<file path="src/rtl/fusectl_pkg.sv">
package fusectl_pkg;

  typedef enum logic [1:0] {
    S_IDLE  = 2'd0,
    S_OPEN  = 2'd1,
    S_SPENT = 2'd2
  } seq_t;

  typedef enum logic [1:0] {
    REG_MAG   = 2'd0,
    REG_SWPOL = 2'd1,
    REG_OUTLK = 2'd2,
    REG_NONE  = 2'd3
  } regsel_t;

  // Bits a register owns inside the one-hot address space.
  function automatic logic [31:0] field_mask(regsel_t r, int unsigned mag_w, int unsigned ol_w);
    logic [31:0] m;
    case (r)
      REG_MAG:   m = (32'h1 << mag_w) - 32'h1;
      REG_SWPOL: m = 32'h1;
      REG_OUTLK: m = (32'h1 << ol_w) - 32'h1;
      default:   m = 32'h0;
    endcase
    return m;
  endfunction

  // One place up; anything leaving the field vanishes.
  function automatic logic [31:0] step_addr(logic [31:0] a, logic [31:0] mask);
    return (a << 1) & mask;
  endfunction

  function automatic logic long_enough(logic [31:0] len, int unsigned min_len);
    return len >= min_len;
  endfunction

endpackage

</file>
<file path="src/rtl/fuse_addr_shift.sv">
module fuse_addr_shift
  import fusectl_pkg::*;
#(
  parameter int unsigned AW = 8
) (
  input  logic          clk,
  input  logic          rst_n,
  input  logic          load,
  input  logic          step,
  input  logic          clear,
  input  logic [AW-1:0] mask,
  output logic [AW-1:0] addr
);
  logic [31:0] nxt32;
  logic [AW-1:0] nxt;

  assign nxt32 = step_addr(32'(addr), 32'(mask));
  assign nxt   = nxt32[AW-1:0];

  always_ff @(posedge clk) begin
    if (!rst_n)      addr <= '0;
    else if (load)   addr <= AW'(1);
    else if (clear)  addr <= '0;
    else if (step)   addr <= nxt;
  end
endmodule

</file>
<file path="src/rtl/fuse_seq.sv">
module fuse_seq
  import fusectl_pkg::*;
#(
  parameter int unsigned LEN_W    = 16,
  parameter int unsigned BLOW_CYC = 4500
) (
  input  logic             clk,
  input  logic             rst_n,
  input  logic             key_done,
  input  logic [1:0]       key_reg,
  input  logic             key_read,
  input  logic             mid_stb,
  input  logic             high_stb,
  input  logic [LEN_W-1:0] high_len,
  input  logic             locked,
  output logic             load,
  output logic             step,
  output logic             clear,
  output logic             blow_fire,
  output logic             read_act,
  output regsel_t          cur_reg,
  output seq_t             state
);
  logic    cur_read;
  logic    key_ok;
  logic    is_long;
  seq_t    state_nx;

  assign key_ok  = key_done && !locked && (regsel_t'(key_reg) != REG_NONE)
                   && (state != S_SPENT);
  assign is_long = long_enough(32'(high_len), BLOW_CYC);

  always_comb begin
    state_nx  = state;
    load      = 1'b0;
    step      = 1'b0;
    clear     = 1'b0;
    blow_fire = 1'b0;
    if (key_ok) begin
      state_nx = S_OPEN;
      load     = 1'b1;
    end else if (state == S_OPEN && high_stb) begin
      clear = 1'b1;
      if (!cur_read && is_long) begin
        blow_fire = 1'b1;
        state_nx  = S_SPENT;
      end else begin
        state_nx = S_IDLE;
      end
    end else if (state == S_OPEN && mid_stb) begin
      step = 1'b1;
    end
  end

  always_ff @(posedge clk) begin
    if (!rst_n) begin
      state    <= S_IDLE;
      cur_reg  <= REG_NONE;
      cur_read <= 1'b0;
    end else begin
      state <= state_nx;
      if (key_ok) begin
        cur_reg  <= regsel_t'(key_reg);
        cur_read <= key_read;
      end
    end
  end

  assign read_act = (state == S_OPEN) && cur_read;
endmodule

</file>
<file path="src/rtl/fuse_array.sv">
module fuse_array
  import fusectl_pkg::*;
#(
  parameter int unsigned AW    = 8,
  parameter int unsigned MAG_W = 8,
  parameter int unsigned OL_W  = 5
) (
  input  logic             clk,
  input  logic             fab_init_n,
  input  logic             blow_en,
  input  regsel_t          blow_reg,
  input  logic [AW-1:0]    blow_addr,
  output logic [MAG_W-1:0] mag,
  output logic             sp,
  output logic [OL_W-1:0]  ol
);
  always_ff @(posedge clk) begin
    if (!fab_init_n) begin
      mag <= '0;
      sp  <= 1'b0;
      ol  <= '0;
    end else if (blow_en) begin
      case (blow_reg)
        REG_MAG:   mag <= mag | blow_addr[MAG_W-1:0];
        REG_SWPOL: sp  <= sp | blow_addr[0];
        REG_OUTLK: ol  <= ol | blow_addr[OL_W-1:0];
        default:   ;
      endcase
    end
  end
endmodule

</file>
<file path="src/rtl/fuse_prog_ctrl.sv">
module fuse_prog_ctrl
  import fusectl_pkg::*;
#(
  parameter int unsigned MAG_W    = 8,
  parameter int unsigned FALL_W   = 2,
  parameter int unsigned LEN_W    = 16,
  parameter int unsigned BLOW_CYC = 4500
) (
  input  logic              clk,
  input  logic              rst_n,
  input  logic              fab_init_n,
  input  logic              key_done,
  input  logic [1:0]        key_reg,
  input  logic              key_read,
  input  logic              mid_stb,
  input  logic              high_stb,
  input  logic [LEN_W-1:0]  high_len,
  output logic              read_out,
  output logic [MAG_W-1:0]  f_mag,
  output logic              f_swpol,
  output logic [FALL_W-1:0] f_fall,
  output logic              f_opol,
  output logic              f_lock
);
  localparam int unsigned OL_W = FALL_W + 3;
  localparam int unsigned AW   = (MAG_W > OL_W) ? MAG_W : OL_W;
  localparam int unsigned FW   = MAG_W + 1 + OL_W;

  logic [MAG_W-1:0] mag;
  logic             sp;
  logic [OL_W-1:0]  ol;
  logic [AW-1:0]    addr, mask, fbits;
  logic [31:0]      mask32;
  logic             load, step, clear, blow_fire, read_act, locked, hit;
  regsel_t          cur_reg;
  seq_t             state;
  logic [FW-1:0]    fuses;

  assign locked = ol[OL_W-1];
  assign mask32 = field_mask(cur_reg, MAG_W, OL_W);
  assign mask   = mask32[AW-1:0];
  assign fuses  = {mag, sp, ol};

  fuse_seq #(.LEN_W(LEN_W), .BLOW_CYC(BLOW_CYC)) u_seq (
    .clk(clk), .rst_n(rst_n), .key_done(key_done), .key_reg(key_reg),
    .key_read(key_read), .mid_stb(mid_stb), .high_stb(high_stb),
    .high_len(high_len), .locked(locked), .load(load), .step(step),
    .clear(clear), .blow_fire(blow_fire), .read_act(read_act),
    .cur_reg(cur_reg), .state(state)
  );

  fuse_addr_shift #(.AW(AW)) u_addr (
    .clk(clk), .rst_n(rst_n), .load(load), .step(step), .clear(clear),
    .mask(mask), .addr(addr)
  );

  fuse_array #(.AW(AW), .MAG_W(MAG_W), .OL_W(OL_W)) u_arr (
    .clk(clk), .fab_init_n(fab_init_n), .blow_en(blow_fire),
    .blow_reg(cur_reg), .blow_addr(addr), .mag(mag), .sp(sp), .ol(ol)
  );

  always_comb begin
    fbits = '0;
    case (cur_reg)
      REG_MAG:   fbits[MAG_W-1:0] = mag;
      REG_SWPOL: fbits[0]         = sp;
      REG_OUTLK: fbits[OL_W-1:0]  = ol;
      default:   fbits            = '0;
    endcase
  end

  assign hit      = |(fbits & addr);
  assign read_out = !(read_act && hit);

  assign f_mag   = mag;
  assign f_swpol = sp;
  assign f_fall  = ol[FALL_W-1:0];
  assign f_opol  = ol[FALL_W];
  assign f_lock  = ol[OL_W-1];
endmodule

</file>
<file path="config.mk">
export PLATFORM = sky130hd
export DESIGN_NAME = fuse_prog_ctrl
export DESIGN_NICKNAME = d
export VERILOG_FILES = /design/src/rtl/fusectl_pkg.sv /design/src/rtl/fuse_addr_shift.sv /design/src/rtl/fuse_seq.sv /design/src/rtl/fuse_array.sv /design/src/rtl/fuse_prog_ctrl.sv
export SDC_FILE = /design/constraint.sdc
export NUM_CORES = 1
export LEC_CHECK = 0
export BUFFER_PORTS_ARGS = -buffer_cell sky130_fd_sc_hd__buf_2
export CORE_UTILIZATION = 50
export CTS_CLUSTER_DIAMETER = 30
export DETAILED_ROUTE_END_ITERATION = 12
export GPL_TIMING_DRIVEN = 1
export MAX_ROUTING_LAYER = met4
export PLACE_DENSITY_LB_ADDON = 0.3
export SYNTH_ARGS = -nofsm -noshare
export SYNTH_HDL_FRONTEND = slang
export SYNTH_HIERARCHICAL = 1
export SYNTH_SLANG_ARGS = --single-unit
export TNS_END_PERCENT = 100
</file>
<file path="constraint.sdc">
create_clock -name clk -period 2 [get_ports clk]
set_clock_uncertainty 0.1 [all_clocks]
set_input_delay 0.1 -clock clk [delete_from_list [all_inputs] [get_ports clk]]
set_output_delay 0.1 -clock clk [all_outputs]
set_load 0.03 [all_outputs]
</file>
==> impl_metrics.py, run 1 <==
metrics = {
    "clocking": {
        "post_cts_buffers": 0,
        "insertion_delay_ns": 0.32,
        "cts_buffers": 3,
        "clk_pin_slew_ns": 0.15,
        "tritoncts": "yes",
        "cts_max_level": 1,
        "root_buffer": "clkbuf_4",
        "cts_buffer_depth": 2,
        "clock-sinks": 27,
    },
    "timing": {
        "worst_slew_pin_slew_ns": 0.392,
        "period_needed_ns": 1.85,
        "rsz0062_at_grt": "false",
        "drv_slew": 0,
        "period_share": 0.925,
        "hold_viol": 0,
        "max_freq_mhz": 540,
        "slew_headroom": 0.738,
        "setup_viol": 0,
        "hold-worst-slack_ns": 0.0193,
        "setup_tns_ns": 0,
    },
    "place": {
        "place_congestion": 0.799,
        "hpwl_um": 1990,
        "placed_area_mm2": 0.00151,
        "io_buffers": 36,
    },
    "yosys": {
        "synth_warnings": 6,
        "syn_area_mm2": 0.00131,
        "synth_area_per_cell_um2": 10.1,
        "synth_cells": 130,
        "synth_nets": 155,
    },
    "finish": {
        "nFillCells": 215,
        "syn2layout_area_growth_pct": 23.1,
        "n_antenna_cell": 0,
        "layout.nets": 198,
        "final_area_mm2": 0.00162,
        "utilization": 0.652,
        "top_regs": "u_addr/addr: 8 flops, u_arr/mag: 8 flops, u_arr/ol: 5 flops",
        "drive_gt1_frac": 0.360,
    },
    "run": {
        "maxCapViolCount": 0,
    },
    "power_and_ir_drop": {
        "p_per_area_mw_per_mm2": 558,
        "ir_drop_v": 0.000575,
        "seq_power_share": 0.616,
        "pwr-share-clk": 0.265,
        "p_comb_frac": 0.119,
        "leakagePower_nw": 0.675,
        "swShare": 0.251,
        "p_int_mw": 0.675,
        "switching_power_mw": 0.226,
    },
    "die": {
        "dieWidth_um": 53.2,
        "rows": 18,
        "floorplan.initialDensity": 0.530,
        "io_pins": 39,
        "core_area_mm2": 0.00248,
        "die_h_um": 53.2,
        "dieArea_mm2": 0.00283,
    },
    "setup_path": {
        "crit_fanout": 6,
        "critPathArrivalTime_ns": 1.65,
        "start_kind": "register",
        "crit_buf_inv": 1,
        "path_cells": "a222oi_1 > nand3_1 > a32o_1 > o21ai_2 > buf_2",
        "worstPathRequired_ns": 1.80,
        "endpoint_kind": "primary output",
        "path_delay_family": "compound AO/OA/AOI/OAI gates",
        "critPathMaxStageDelay_ns": 0.38,
        "worstSetupPathType": "register to primary output",
        "slowest_stage": "dfxtp_2",
    },
    "global_route": {
        "overflow": 0,
        "grt_pass1_wl_um": 4510,
        "grt_max_degree": 21,
        "track_usage": 0.220,
        "antenna_found_initial": 0,
        "grt_pass1_vias": 1088,
    },
    "detailed_routing": {
        "wire_per_inst_um": 14.0,
        "wl_um": 2830,
        "first_iter_violations": 16,
        "firstDrtPassIters": 4,
        "route.detailed.drc": 0,
        "vias": 1120,
        "postRouteAntennaNets": 0,
        "via_per_inst": 5.54,
    },
    "status": {
        "status": "finished clean",
    },
    "hold_path": {
        "min_path_type": "input pin to register",
    },
}
what timing repair did:
item / CTS / global route
gates resized for setup: 0 / 8
endpoints found under the hold margin: 6 / 0
hold buffers: 4 / 0
setup endpoints to repair: 0 / 14
metal layers:
layer	vias to the layer above	GRT usage	routed length, um	share of wire
met2	12	0.365	1380	0.49
met4	0	0.0614	15	0.0053
met5	-	-	0	0
met3	2	0.0287	46	0.016
li1	570	-	-	-
met1	536	0.278	1390	0.49
worst reg2reg max path: stages, from the launching register on:
cell	delay [ns]
dfxtp_1	0.38
inv_1	0.09
o2111ai_4	0.31
mux2i_1	0.22
nand2_1	0.07
dlygate4sd3_1	0.55
placed cells by master (no fill, tap or decap), types with 2 or more instances in the layout:
cell	count
a21oi_1	3
a21oi_2	7
a22oi_1	2
and2_1	2
and4b_1	6
and4bb_1	4
buf_2	36
buf_4	4
clkbuf_4	3
dfxtp_1	24
dfxtp_2	3
dlygate4sd3_1	4
inv_1	5
mux2i_1	4
nand2_1	6
nand2b_1	7
nand3_1	8
nor2_1	3
nor4bb_1	2
nor4bb_2	2
o21a_1	15
o21ai_0	3
power groups by stage:
stage          clock network (mW)  logic, mW  registers, mW
3_5_place_dp                    0     0.0938          0.566
4_1_cts                     0.250      0.100          0.554
6_report                    0.239      0.107          0.556
3_3_place_gp                    0     0.0913          0.565
5_1_grt                     0.267      0.117          0.558
2_1_floorplan                   0     0.0604          0.566
area by class of cell:
class / count / area [um2] / share of cell area
Clock buffer: 3 / 22.5 / 0.0139
Clock inverter: 1 / 7.51 / 0.00465
Inverter: 5 / 18.8 / 0.0116
Multi-Input combinational cell: 92 / 734 / 0.455
Sequential cell: 27 / 544 / 0.337
Tap cell: 30 / 37.5 / 0.0232
Timing Repair Buffer: 44 / 250 / 0.155
final timing paths:
kind	slack, ns	cells past startpoint	startpoint	end
hold / removal	0.02	2	fab_init_n	u_arr/mag[6]$_SDFFE_PN0P_
setup reg to reg	0.17	5	u_seq/state[1]$_SDFFE_PP0P_	u_seq/cur_reg[0]$_SDFFE_PN1P_
hold reg to reg	0.39	1	u_arr/ol[3]$_SDFFE_PN0P_	u_arr/ol[3]$_SDFFE_PN0P_
setup / recovery	0.15	5	u_addr/addr[1]$_SDFFE_PP0P_	read_out
stage by stage:
step	total power, mW	worst slack (ns)	cells
finish	0.902	0.150	202
global route	0.942	0.00314	202
CTS	0.904	0.0525	202
detailed placement	0.659	0.0606	194
global placement	0.656	0.0893	194
floorplan	0.627	0.202	130
(Power assumes the default switching activity.)
==> run 2, diff against run 1 <==
--- a/config.mk
+++ b/config.mk
@@ -12,6 +12,7 @@
 export GPL_TIMING_DRIVEN = 1
 export MAX_ROUTING_LAYER = met4
 export PLACE_DENSITY_LB_ADDON = 0.3
+export SLEW_MARGIN = 30
 export SYNTH_ARGS = -nofsm -noshare
 export SYNTH_HDL_FRONTEND = slang
 export SYNTH_HIERARCHICAL = 1
==> constraint.sdc (replaced) <==
create_clock -name clk -period 2 [get_ports clk]
set_clock_uncertainty 0.1 [all_clocks]
set_input_delay 0 -clock clk [delete_from_list [all_inputs] [get_ports clk]]
set_output_delay 0 -clock clk [all_outputs]
set_load 0.03 [all_outputs]
==> run 2 against run 1 <==
Against the previous run:
- routed wire length grew 0.64%
- core utilization grew 1.2 points
- die area unchanged
- global-route usage up 1.4 points
- hold slack worse by 0.0081 ns
- clock power increased by 2%
- largest power group unchanged
- flip-flop and latch count did not move
- sequential power about the same
- non-clock buffer count grew 4
- critical path type is now register to register
- final cell count grew 2.0%
==> impl_metrics.py, run 2 (synthesis gave the netlist of run 1 again) <==
metrics = {
    "detailed_routing": {
        "firstDrtPassIters": 4,
        "wire_per_inst_um": 13.8,
        "postRouteAntennaNets": 0,
        "first_iter_violations": 22,
        "route.detailed.drc": 0,
        "vias": 1149,
        "wl_um": 2850,
        "via_per_inst": 5.58,
    },
    "clocking": {
        "post_cts_buffers": 0,
        "cts_buffer_depth": 2,
        "root_buffer": "clkbuf_4",
        "clock-sinks": 27,
        "insertion_delay_ns": 0.32,
        "tritoncts": "yes",
        "cts_buffers": 3,
        "clk_pin_slew_ns": 0.15,
        "cts_max_level": 1,
    },
    "timing": {
        "hold-worst-slack_ns": 0.0113,
        "period_share": 0.929,
        "slew_headroom": 0.745,
        "setup_tns_ns": 0,
        "worst_slew_pin_slew_ns": 0.382,
        "max_freq_mhz": 538,
        "period_needed_ns": 1.86,
        "setup_viol": 0,
        "rsz0062_at_grt": "false",
        "hold_viol": 0,
        "setup_slack_ns": 0.142,
        "drv_slew": 0,
    },
    "power_and_ir_drop": {
        "report.power.total_mw": 0.912,
        "ir_drop_v": 0.000441,
        "p_per_area_mw_per_mm2": 554,
        "leakagePower_nw": 0.687,
    },
    "die": {
        "core_area_mm2": 0.00248,
        "io_pins": 39,
        "die_h_um": 53.2,
        "rows": 18,
        "dieWidth_um": 53.2,
        "dieArea_mm2": 0.00283,
        "floorplan.initialDensity": 0.530,
    },
    "finish": {
        "top_regs": "u_addr/addr: 8 flops, u_arr/mag: 8 flops, u_arr/ol: 5 flops",
        "n_antenna_cell": 0,
        "layout_common_cells": "buf_2, dfxtp_1, o21a_1",
        "final_area_mm2": 0.00165,
        "stdcell_count": 206,
        "drive_gt1_frac": 0.335,
        "syn2layout_area_growth_pct": 25.4,
        "final_common_cell": "buf_2",
        "utilization": 0.664,
        "layout.nets": 202,
    },
    "global_route": {
        "grt_pass1_vias": 1047,
        "grt_max_degree": 21,
        "grt_pass1_wl_um": 4700,
        "antenna_found_initial": 0,
        "track_usage": 0.234,
        "overflow": 0,
    },
    "status": {
        "status": "finished clean",
    },
    "setup_path": {
        "start_kind": "register",
        "endpoint": "u_arr/mag[5]$_SDFFE_PN0P_",
        "worstSetupPathType": "register to register",
        "reg2reg_from": "u_seq/state[0]$_SDFFE_PN0P_",
        "endpoint_kind": "register",
        "rr_endpoint": "u_arr/mag[5]$_SDFFE_PN0P_",
        "crit_start": "u_seq/state[0]$_SDFFE_PN0P_",
        "reg2reg_depth": 7,
        "worstPathRequired_ns": 2.18,
        "ff2ff_setup_slack_ns": 0.14,
        "critPathArrivalTime_ns": 2.04,
        "crit_fanout": 14,
    },
    "place": {
        "io_buffers": 36,
        "pre_cts_ws_ns": 0.0898,
        "placed_area_mm2": 0.00150,
        "hpwl_um": 1970,
        "place_congestion": 0.818,
        "dp_cells": 193,
    },
    "run": {
        "maxCapViolCount": 0,
    },
    "hold_path": {
        "min_path_type": "input pin to register",
    },
}
[run 2: cell types whose count changed in the layout (fill, tap and decap cells not counted), sizes merged]
cell	before	now
buf	40	39
dlygate4sd3	4	9
[run 2: where the power goes]
part | total (mW) | leakage, nW | switching [mW] | internal, mW
Combinational | 0.110 | 0.455 | 0.0522 | 0.0582
Sequential | 0.558 | 0.218 | 0.0118 | 0.547
Clock | 0.243 | 0.0139 | 0.167 | 0.0764
Total | 0.912 | 0.687 | 0.231 | 0.681
[run 2: worst min path at each step]
stage | from | to | slack [ns] | cells after the start
4_1_cts | key_reg[0] | u_seq/state[0]$_SDFFE_PN0P_ | 0.02 | 4
5_1_grt | key_reg[0] | u_seq/state[0]$_SDFFE_PN0P_ | 0.03 | 4
3_5_place_dp | rst_n | u_seq/cur_reg[0]$_SDFFE_PN1P_ | 0.13 | 2
3_3_place_gp | rst_n | u_seq/cur_reg[0]$_SDFFE_PN1P_ | 0.12 | 2
2_1_floorplan | rst_n | u_seq/cur_reg[0]$_SDFFE_PN1P_ | -0.04 | 1
6_report | key_reg[0] | u_seq/state[0]$_SDFFE_PN0P_ | 0.01 | 4
[run 2: what timing repair did]
item | 4_1_cts | 5_1_grt
hold buffers | 9 | 0
hold endpoints to repair | 20 | 0
resized for setup | 0 | 6
endpoints found under the setup margin | 0 | 14
[run 2: worst max-delay path, stage by stage, from the launching register on]
cell and delay [ns]:
dfxtp_2 0.39, nor2b_2 0.22, nor4b_2 0.24, o41ai_2 0.13, nor2_1 0.10, buf_4 0.18, nor4bb_1 0.31, o21a_1 0.15
[run 2: final cells by class]
type / instances / area, um2
inverters: 5 / 18.8
fillers: 207 / 832
clock buffers: 3 / 22.5
repair buffers: 48 / 293
multi-input cells: 92 / 723
flip-flops and latches: 27 / 543
well taps: 30 / 37.5
clock inverters: 1 / 7.51
[run 2: metal layers]
metal  vias to the layer above  share of wire  track usage
met5                         -              0            -
met4                         0         0.0074       0.0658
met3                         2          0.025       0.0402
met2                        17           0.49        0.371
met1                       554           0.47        0.303
li1                        576              -            -
